[src/rtl/tmr_pkg.sv]
// Shared constants for the compare-match timer pair: register address map
// and field positions of the control register.
// Assumes a 4-bit register address.
package tmr_pkg;
    localparam int ADDR_W     = 4;
    localparam int TMR_STRIDE = 4;   // address distance between timers
    localparam int CTL_OFS    = 0;
    localparam int CMP_OFS    = 1;
    localparam int DOWN_OFS   = 2;
    localparam int VOFF_ADDR  = 8;
    localparam int COUNT_ADDR = 9;
    localparam int N_TMR      = 2;   // index 0 physical, 1 virtual
    localparam int VIRT_IDX   = 1;

    localparam int CTL_EN_BIT   = 0;
    localparam int CTL_MASK_BIT = 1;
    localparam int CTL_STAT_BIT = 2;
endpackage

[src/rtl/sys_counter.sv]
// Free-running system counter.
// Advances by one on each clock edge where tick is high and wraps at 2^W.
// Assumes the tick is already synchronous to clk.
module sys_counter #(
    parameter int W = 64
) (
    input  logic         clk,
    input  logic         rst_n,
    input  logic         tick,
    output logic [W-1:0] count
);
    // count register: clear on reset, step on tick
    always_ff @(posedge clk) begin
        if (!rst_n)    count <= '0;
        else if (tick) count <= count + 1'b1;
    end
endmodule

[src/rtl/cmp_timer_unit.sv]
// One compare timer.
// Keeps enable, mask and a compare value, and registers the firing
// condition (count - offset) >= compare on each clock edge.
// Status and interrupt are qualified by the current enable, so disabling
// the timer silences it in the very next cycle.
// Assumes at most one of the three write strobes is high in a cycle.
module cmp_timer_unit #(
    parameter int CNT_W  = 64,
    parameter int DOWN_W = 32
) (
    input  logic              clk,
    input  logic              rst_n,
    input  logic [CNT_W-1:0]  count,
    input  logic [CNT_W-1:0]  offset,
    input  logic              ctl_we,
    input  logic              cmp_we,
    input  logic              down_we,
    input  logic [CNT_W-1:0]  wdata,
    output logic              en_o,
    output logic              mask_o,
    output logic              stat_o,
    output logic              irq_o,
    output logic [CNT_W-1:0]  cmp_o,
    output logic [DOWN_W-1:0] down_o
);
    localparam int EXT_W = CNT_W - DOWN_W;

    logic             en_q, mask_q, stat_q;
    logic [CNT_W-1:0] cmp_q;
    logic [CNT_W-1:0] rel_cnt;
    logic [CNT_W-1:0] down_ext;
    logic [CNT_W-1:0] remain;

    // offset-adjusted count, signed down-count operand, distance to compare
    always_comb begin
        rel_cnt  = count - offset;
        down_ext = {{EXT_W{wdata[DOWN_W-1]}}, wdata[DOWN_W-1:0]};
        remain   = cmp_q - rel_cnt;
    end

    // control bits: only enable and mask are writable
    always_ff @(posedge clk) begin
        if (!rst_n) begin
            en_q   <= 1'b0;
            mask_q <= 1'b0;
        end else if (ctl_we) begin
            en_q   <= wdata[0];
            mask_q <= wdata[1];
        end
    end

    // compare value: direct load or relative load from the down-count view
    always_ff @(posedge clk) begin
        if (!rst_n)       cmp_q <= '0;
        else if (cmp_we)  cmp_q <= wdata;
        else if (down_we) cmp_q <= rel_cnt + down_ext;
    end

    // firing condition, recomputed from registered state every cycle
    always_ff @(posedge clk) begin
        if (!rst_n) stat_q <= 1'b0;
        else        stat_q <= en_q && (rel_cnt >= cmp_q);
    end

    // visible outputs, gated by the current enable and mask
    always_comb begin
        en_o   = en_q;
        mask_o = mask_q;
        stat_o = stat_q & en_q;
        irq_o  = stat_q & en_q & ~mask_q;
        cmp_o  = cmp_q;
        down_o = remain[DOWN_W-1:0];
    end
endmodule

[src/rtl/cmp_timer_pair.sv]
// Compare-match timer pair: shared system counter, a physical timer
// (zero offset) and a virtual timer (software offset), behind a simple
// register write port and a combinational read port.
// Assumes writes are single-cycle strobes and reads have no side effects.
module cmp_timer_pair
    import tmr_pkg::*;
#(
    parameter int CNT_W  = 64,
    parameter int DOWN_W = 32
) (
    input  logic              clk,
    input  logic              rst_n,
    input  logic              cnt_tick,
    input  logic              wr_en,
    input  logic [ADDR_W-1:0] addr,
    input  logic [CNT_W-1:0]  wdata,
    output logic [CNT_W-1:0]  rdata,
    output logic [CNT_W-1:0]  sys_count,
    output logic              irq_phys,
    output logic              irq_virt
);
    localparam int CTL_PAD  = CNT_W - 3;
    localparam int DOWN_PAD = CNT_W - DOWN_W;

    logic [CNT_W-1:0]  voff_q;
    logic [CNT_W-1:0]  off_a  [N_TMR];
    logic [CNT_W-1:0]  cmp_a  [N_TMR];
    logic [DOWN_W-1:0] down_a [N_TMR];
    logic [N_TMR-1:0]  en_v, mask_v, stat_v, irq_v;

    sys_counter #(.W(CNT_W)) u_cnt (
        .clk   (clk),
        .rst_n (rst_n),
        .tick  (cnt_tick),
        .count (sys_count)
    );

    // virtual offset register
    always_ff @(posedge clk) begin
        if (!rst_n)                                 voff_q <= '0;
        else if (wr_en && addr == ADDR_W'(VOFF_ADDR)) voff_q <= wdata;
    end

    for (genvar i = 0; i < N_TMR; i++) begin : g_tmr
        localparam int BASE = i * TMR_STRIDE;
        logic ctl_we, cmp_we, down_we;

        // per-timer offset selection and write decode
        always_comb begin
            off_a[i] = (i == VIRT_IDX) ? voff_q : '0;
            ctl_we   = wr_en && (addr == ADDR_W'(BASE + CTL_OFS));
            cmp_we   = wr_en && (addr == ADDR_W'(BASE + CMP_OFS));
            down_we  = wr_en && (addr == ADDR_W'(BASE + DOWN_OFS));
        end

        cmp_timer_unit #(.CNT_W(CNT_W), .DOWN_W(DOWN_W)) u_unit (
            .clk     (clk),
            .rst_n   (rst_n),
            .count   (sys_count),
            .offset  (off_a[i]),
            .ctl_we  (ctl_we),
            .cmp_we  (cmp_we),
            .down_we (down_we),
            .wdata   (wdata),
            .en_o    (en_v[i]),
            .mask_o  (mask_v[i]),
            .stat_o  (stat_v[i]),
            .irq_o   (irq_v[i]),
            .cmp_o   (cmp_a[i]),
            .down_o  (down_a[i])
        );
    end

    // interrupt outputs
    always_comb begin
        irq_phys = irq_v[0];
        irq_virt = irq_v[VIRT_IDX];
    end

    // read multiplexer
    always_comb begin
        rdata = '0;
        for (int i = 0; i < N_TMR; i++) begin
            if (addr == ADDR_W'(i * TMR_STRIDE + CTL_OFS))
                rdata = {{CTL_PAD{1'b0}}, stat_v[i], mask_v[i], en_v[i]};
            if (addr == ADDR_W'(i * TMR_STRIDE + CMP_OFS))
                rdata = cmp_a[i];
            if (addr == ADDR_W'(i * TMR_STRIDE + DOWN_OFS))
                rdata = {{DOWN_PAD{1'b0}}, down_a[i]};
        end
        if (addr == ADDR_W'(VOFF_ADDR))  rdata = voff_q;
        if (addr == ADDR_W'(COUNT_ADDR)) rdata = sys_count;
    end
endmodule

[config.mk]
export PLATFORM = sky130hd
export DESIGN_NAME = cmp_timer_pair
export DESIGN_NICKNAME = d
export VERILOG_FILES = /design/src/rtl/tmr_pkg.sv /design/src/rtl/sys_counter.sv /design/src/rtl/cmp_timer_unit.sv /design/src/rtl/cmp_timer_pair.sv
export SDC_FILE = /design/constraint.sdc
export NUM_CORES = 1
export LEC_CHECK = 0
export ABC_AREA = 1
export ABC_CLOCK_PERIOD_IN_PS = 5600
export BUFFER_PORTS_ARGS = -buffer_cell sky130_fd_sc_hd__buf_2
export CORE_MARGIN = 2
export CORE_UTILIZATION = 35
export DETAILED_ROUTE_END_ITERATION = 8
export SETUP_SLACK_MARGIN = 0.3
export SYNTH_ARGS = -nofsm -noshare
export SYNTH_HDL_FRONTEND = slang
export SYNTH_SLANG_ARGS = --single-unit
[constraint.sdc]
create_clock -name clk -period 5.6 [get_ports clk]
set_input_delay 1.12 -clock clk [delete_from_list [all_inputs] [get_ports clk]]
set_output_delay 1.12 -clock clk [all_outputs]
set_load 0.05 [all_outputs]
* Word-level counts from Yosys, hierarchy flattened
Index checks and enable logic that the tools add are counted.
** Word-level totals
- Register bits after elaboration :: 262
- Bits in latches :: 0
- Bits in writable memories :: 0
- ROM bits :: 0
- Input bits :: 72
- Output and inout bits :: 130
- Logic and storage cells :: 55
- Memories :: 0
** Cells by class
- $add $sub $neg :: 6
- Multiply operators :: 0
- Divide/modulo/power cells :: 0
- $lt $le $gt $ge :: 2
- Equal/unequal tests :: 7
- Shifts and indexed selects :: 0
- Multiplexer cells :: 12
- Bitwise logic cells :: 6
- Reduce and logical (&&, ||, !) cells :: 12
** Operators by type and width (count)
- 64-bit 2-to-1 mux :: 11
- 64-bit adder :: 2
- 64-bit greater-or-equal comparator :: 2
- 64-bit by 1-bit adder with 64-bit output (second input constant) :: 1
- 32-bit subtractor :: 2
- 64-bit subtractor :: 1
- 4-bit by 3-bit equality test with 1-bit output (second input constant) :: 3
- 1-bit logical AND :: 9
- 4-bit equality test (second input constant) :: 2
- 1-bit AND :: 4
- 4-bit by 1-bit equality test with 1-bit output (second input constant) :: 1
- 4-bit by 2-bit equality test with 1-bit output (second input constant) :: 1
- 4-bit zero test :: 1
- 2-bit nonzero test :: 2
- 3-bit 2-to-1 mux :: 1
- 1-bit NOT :: 2

* Longest topological paths before layout
- Word-level depth :: 9
- Mapped depth :: 33

* By module
Synthesis repeated with hierarchy kept, for this count alone.
** Second synthesis, totals
- Cell total of the unflattened synthesis :: 6495
- Area total of the unflattened synthesis :: 38400.6 sq um
** By module, submodules not included
- cmp_timer_unit (g_tmr[1].u_unit) :: times used 1, cells each 2567, area each 15132.0 sq um, sequential area each 1341.3 sq um
- cmp_timer_unit (g_tmr[0].u_unit) :: times used 1, cells each 2555, area each 14975.6 sq um, sequential area each 1341.3 sq um
- cmp_timer_pair :: times used 1, cells each 754, area each 4453.0 sq um, sequential area each 1281.2 sq um
- sys_counter :: times used 1, cells each 619, area each 3839.9 sq um, sequential area each 1281.2 sq um

* Worst setup path after synthesis
OpenSTA, ideal clock, no wires.
- Path type :: reg2out
- Start point :: register u_cnt.count[0]
- End point :: output port rdata[26]
- Arrival :: 3.988 ns
- Data required time :: 4.480 ns
- Setup slack :: 0.492 ns
- Stages on the path, launching flop included :: 19
- Cells stage by stage :: dfxtp_1 > inv_2 > ha_1 > inv_1 > nand3_1 > nand2_1 > a21oi_2 > o21ai_2 > a21oi_2 > o31ai_2 > xor2_1 > ha_1 > a21oi_1 > a21boi_0 > o21ai_0 > a221oi_1 > nand3b_1 > nand3_1 > nand4_1
** Between the ends
- Cells in the longest elaborated chain, start to end :: 7
- Elaborated cells on any way between the ends :: 9
- Those cells by class :: add/sub (3); mux (6)
** RTL lines
- start: declaration :: line sys_counter.sv:10 : output logic [W-1:0] count
- start signal: assignment :: line sys_counter.sv:15 : else if (tick) count <= count + 1'b1;
- parallel branches: the longest is 4 deep, another holds 64-bit subtractor
- 64-bit 2-to-1 mux * :: line cmp_timer_pair.sv:88 : if (addr == ADDR_W'(i * TMR_STRIDE + DOWN_OFS))
- 64-bit 2-to-1 mux * :: line cmp_timer_pair.sv:91 : if (addr == ADDR_W'(VOFF_ADDR)) rdata = voff_q;
- 64-bit 2-to-1 mux * :: line cmp_timer_pair.sv:92 : if (addr == ADDR_W'(COUNT_ADDR)) rdata = sys_count;
- end: declaration :: line cmp_timer_pair.sv:17 : output logic [CNT_W-1:0] rdata,
Every way passes the cells marked *.

* Worst setup path in the final report
- Start point :: register u_cnt.count[3]
- End point :: output port rdata[24]
The elaborated chain is that of the path after synthesis.

==> metrics.md <==
| Metric | Value |
|---|---|
| Final Hold Fails | 0 |
| Crit-path max FO | 5 |
| Share of layout cells above drive strength 1 | 0.145 |
| Fmax | 184 MHz |
| Worst min path class | flip-flop to flip-flop |
| IO Pins | between 200 and 250 |
| Power per cell area | 225 nW/um^2 |
| Hpwl dp | between 100000 and 150000 microns |
| DR top layer | met4 |
| Post-synth ARST share | 0 |
| DRT met1 WL | 75800 microns |
| Syn Nets | 6206 |
| Routed len/inst | 24.5 microns |
| Clk slew on worst S/H paths | around 0.06 ns |
| Final Net Count | 6505 |
| DRC viols | 0 |
| Register bit total from synthesis | 262 |
| Final setup viols | 0 |
| Die area | a little under 100000 sq um |
| DR WL met3 | 13600 microns |
| Post-Syn Area | 33800 sq um |
| Synth area leaders | dfxtp_1 15%, ha_1 14%, nand2_1 13% |
| CP endpoint kind | output pin |
| Max VDD drop | 184 uV |
| Port bufs | 201 |
| Met2 wire length | between 70000 and 80000 microns |
| Startpoint types | flip-flop |
| CP Data Required Time | 4.48 ns |
| CTS Sinks | 262 |
| Placed insts | 7225 |
| Final Non-Filler Cells | 7356 |
| Core Box Area | 96300 sq um |
| WP data arrival | approximately 4.3 ns |
| DR vias/cell | 5.57 |
| Num CTS Buffers | 39 |
| Width of the die | 315 microns |
| Synthesis-to-layout area growth | 20.6% |
| Final worst-path cycle share | 0.971 |
| Post-Syn Instances | 5748 |
| CP Class | flip-flop to output pin |
| Post-synth top area share | 0.155 |
| H-Tree Depth | 2 |
| GRT Util Overall | 0.352 |
| First-pass GRT wire length | 258000 microns |
| Clk_lat worst skew | slightly above 0.6 ns |
| Congestion Overflow GR | 0 |
| Post-route ant nets | 0 |
| Post-synth EDFFs | 0 |
| Synth cell count leaders | 1179 x nand2_1, 883 x inv_1, 684 x a21oi_1, 664 x nor2_1, 453 x o21ai_0 |
| Status | finished clean |
| Max Slew Vio Count | 0 |
| Sequential share of the synthesized area | 0.155 |
| Max-Cap Viols | 0 |
| Slew headroom | 0.220 |
| Largest net degree at the start of global routing | 77 |
| Longest Clk Path Bufs | 3 |
| LEAKAGE | 0.0190 uW |
| CTS tree | done |
| Synth warn | 0 |
| Final RePlAce weighted congestion | 1.06 |
| Final WL | 180000 microns |
| Antenna violations before repair | 1 |
| Yosys cell types | 62 |
| Shortest period the worst path allows | 5.44 ns |
| Post-route setup TNS | 0 ns |
| RSZ-0062 raised after global routing | yes |
| Ys flop type | dfxtp_1 |
| Initial DRC Count | 4365 |
| Worst Clk Skew | 0.0226 ns |
| Vias in the first global route | 37900 |
| Slew @ Worst Pin | 1.17 ns |
| Area leader, netlist | dfxtp_1 |
| Avg Cell Area, Syn | 5.89 sq um |
| DR vias | 41000 |
| Top-count cell post-synth | nand2_1 |
| Drt first pass iters | 5 |
| Die Span Y | 315 microns |
| Initial Utilization | 0.352 |
| Root Driver | clkbuf_16 |
| Standard-cell row count | 114 |
-- metrics by stage --
step                hold WS (ns)   util  setup WS, ns  cell area, sq um  total power [uW]
finish                     0.463  0.424         0.160             40800              9170
global route               0.476  0.424        0.0178             40800              9660
CTS                        0.464  0.414         0.111             39900              8910
detailed placement         0.455  0.385         0.209             37100              6010
global placement           0.452  0.385         0.227             37100              6000
floorplan                  0.444      -         0.492             33800              4610
-- flip-flops by register name, summed over array words and instances (netlist names) --
register,cells
voff_q,64
u_cnt.count,64
g_tmr.u_unit.en_o,2
g_tmr.u_unit.cmp_o,128
g_tmr.u_unit.mask_o,2
g_tmr.u_unit.stat_q,2
-- logic make-up after synthesis --
logic type                 Yosys count  synth area share
AOI/OAI and AO/OA                 1552             0.255
xor gates and xnor gates           142            0.0367
adders and majority gates          386             0.144
buffers and inverters             1054             0.118
DFF                                262             0.155
and+or+nand+nor                   2352             0.292
-- timing repair --
item                       in CTS  in global routing
resized for setup             281                163
setup buffers                  33                 24
pin swaps                      77                 77
setup endpoints to repair      23                 24
hold buffers                    0                  0
-- power breakdown --
group          leakage, uW  switching, uW  internal (uW)  total (uW)
Combinational       0.0163           3120           1520        4640
Sequential         0.00212           39.4           1910        1950
Clock             0.000622           1130           1440        2580
Total               0.0190           4290           4880        9170
-- critical path, stage by stage, from the launching register on --
cell and delay (ns):
dfxtp_1 0.41, ha_4 0.26, a21oi_2 0.25, o21ai_4 0.10, nand2_1 0.08, nand3_2 0.09, nand2_1 0.09, nand2_2 0.08
nand2_2 0.09, nand2_4 0.06, a21boi_2 0.19, xnor2_2 0.14, ha_4 0.36, nand2_4 0.09, nor2_4 0.14, nand2_2 0.07
inv_1 0.07, nand3_1 0.09, nand3_2 0.14, a21oi_1 0.07, o21ai_1 0.08, buf_4 0.15, nand4_1 0.31, buf_6 0.28
-- path summary, 6_finish.rpt --
check | start | endpoint | slack (ns) | depth (start not counted)
worst max register to register | u_cnt.count[0] | g_tmr[1].u_unit.stat_q | 0.59 | 24
worst max-delay path | u_cnt.count[3] | rdata[24] | 0.16 | 23
worst min register to register | g_tmr[0].u_unit.cmp_o[62] | g_tmr[0].u_unit.cmp_o[62] | 0.46 | 2
worst min-delay path | g_tmr[0].u_unit.cmp_o[62] | g_tmr[0].u_unit.cmp_o[62] | 0.46 | 2
-- metal layers --
layer / global-route usage / vias to the layer above
met3: 0.0501 / 360
met2: 0.565 / 1846
met1: 0.456 / 19000
li1: - / 19700
met5: 0 / -
met4: 0.188 / 0
-- cells in the final DEF (no fill, tap or decap), types with 39 or more instances in the layout --
cell type  synthesis  routed
clkbuf_16          0      40
inv_1            883     862
a21oi_2           10      39
nand3_1          225     213
nor3_1           103      97
o21ai_1           46      48
a31oi_1           70      64
buf_2             18     181
a21oi_1          684     640
a21o_1            43      43
o21bai_1          59      56
nand4_1           77      77
buf_4              1     183
xor2_1           102      87
dfxtp_1          262     252
nand2_1         1179    1128
o22ai_1           46      46
ha_1             381     323
o21ai_0          453     430
ha_4               0      46
nand2_2           21      51
o211ai_1          41      41
nor2_1           664     634
inv_2             37      54
-- final cells by class --
class / instances / area, sq um
Antenna cell: 2 / 5.00
Clock buffer: 50 / 1060
Clock inverter: 22 / 199
Fill cell: 10600 / 55400
Inverter: 922 / 3470
Multi-Input combinational cell: 4432 / 26600
Sequential cell: 262 / 5260
Tap cell: 1276 / 1600
Timing Repair Buffer: 390 / 2650
Power figures use the tool's default switching activity.
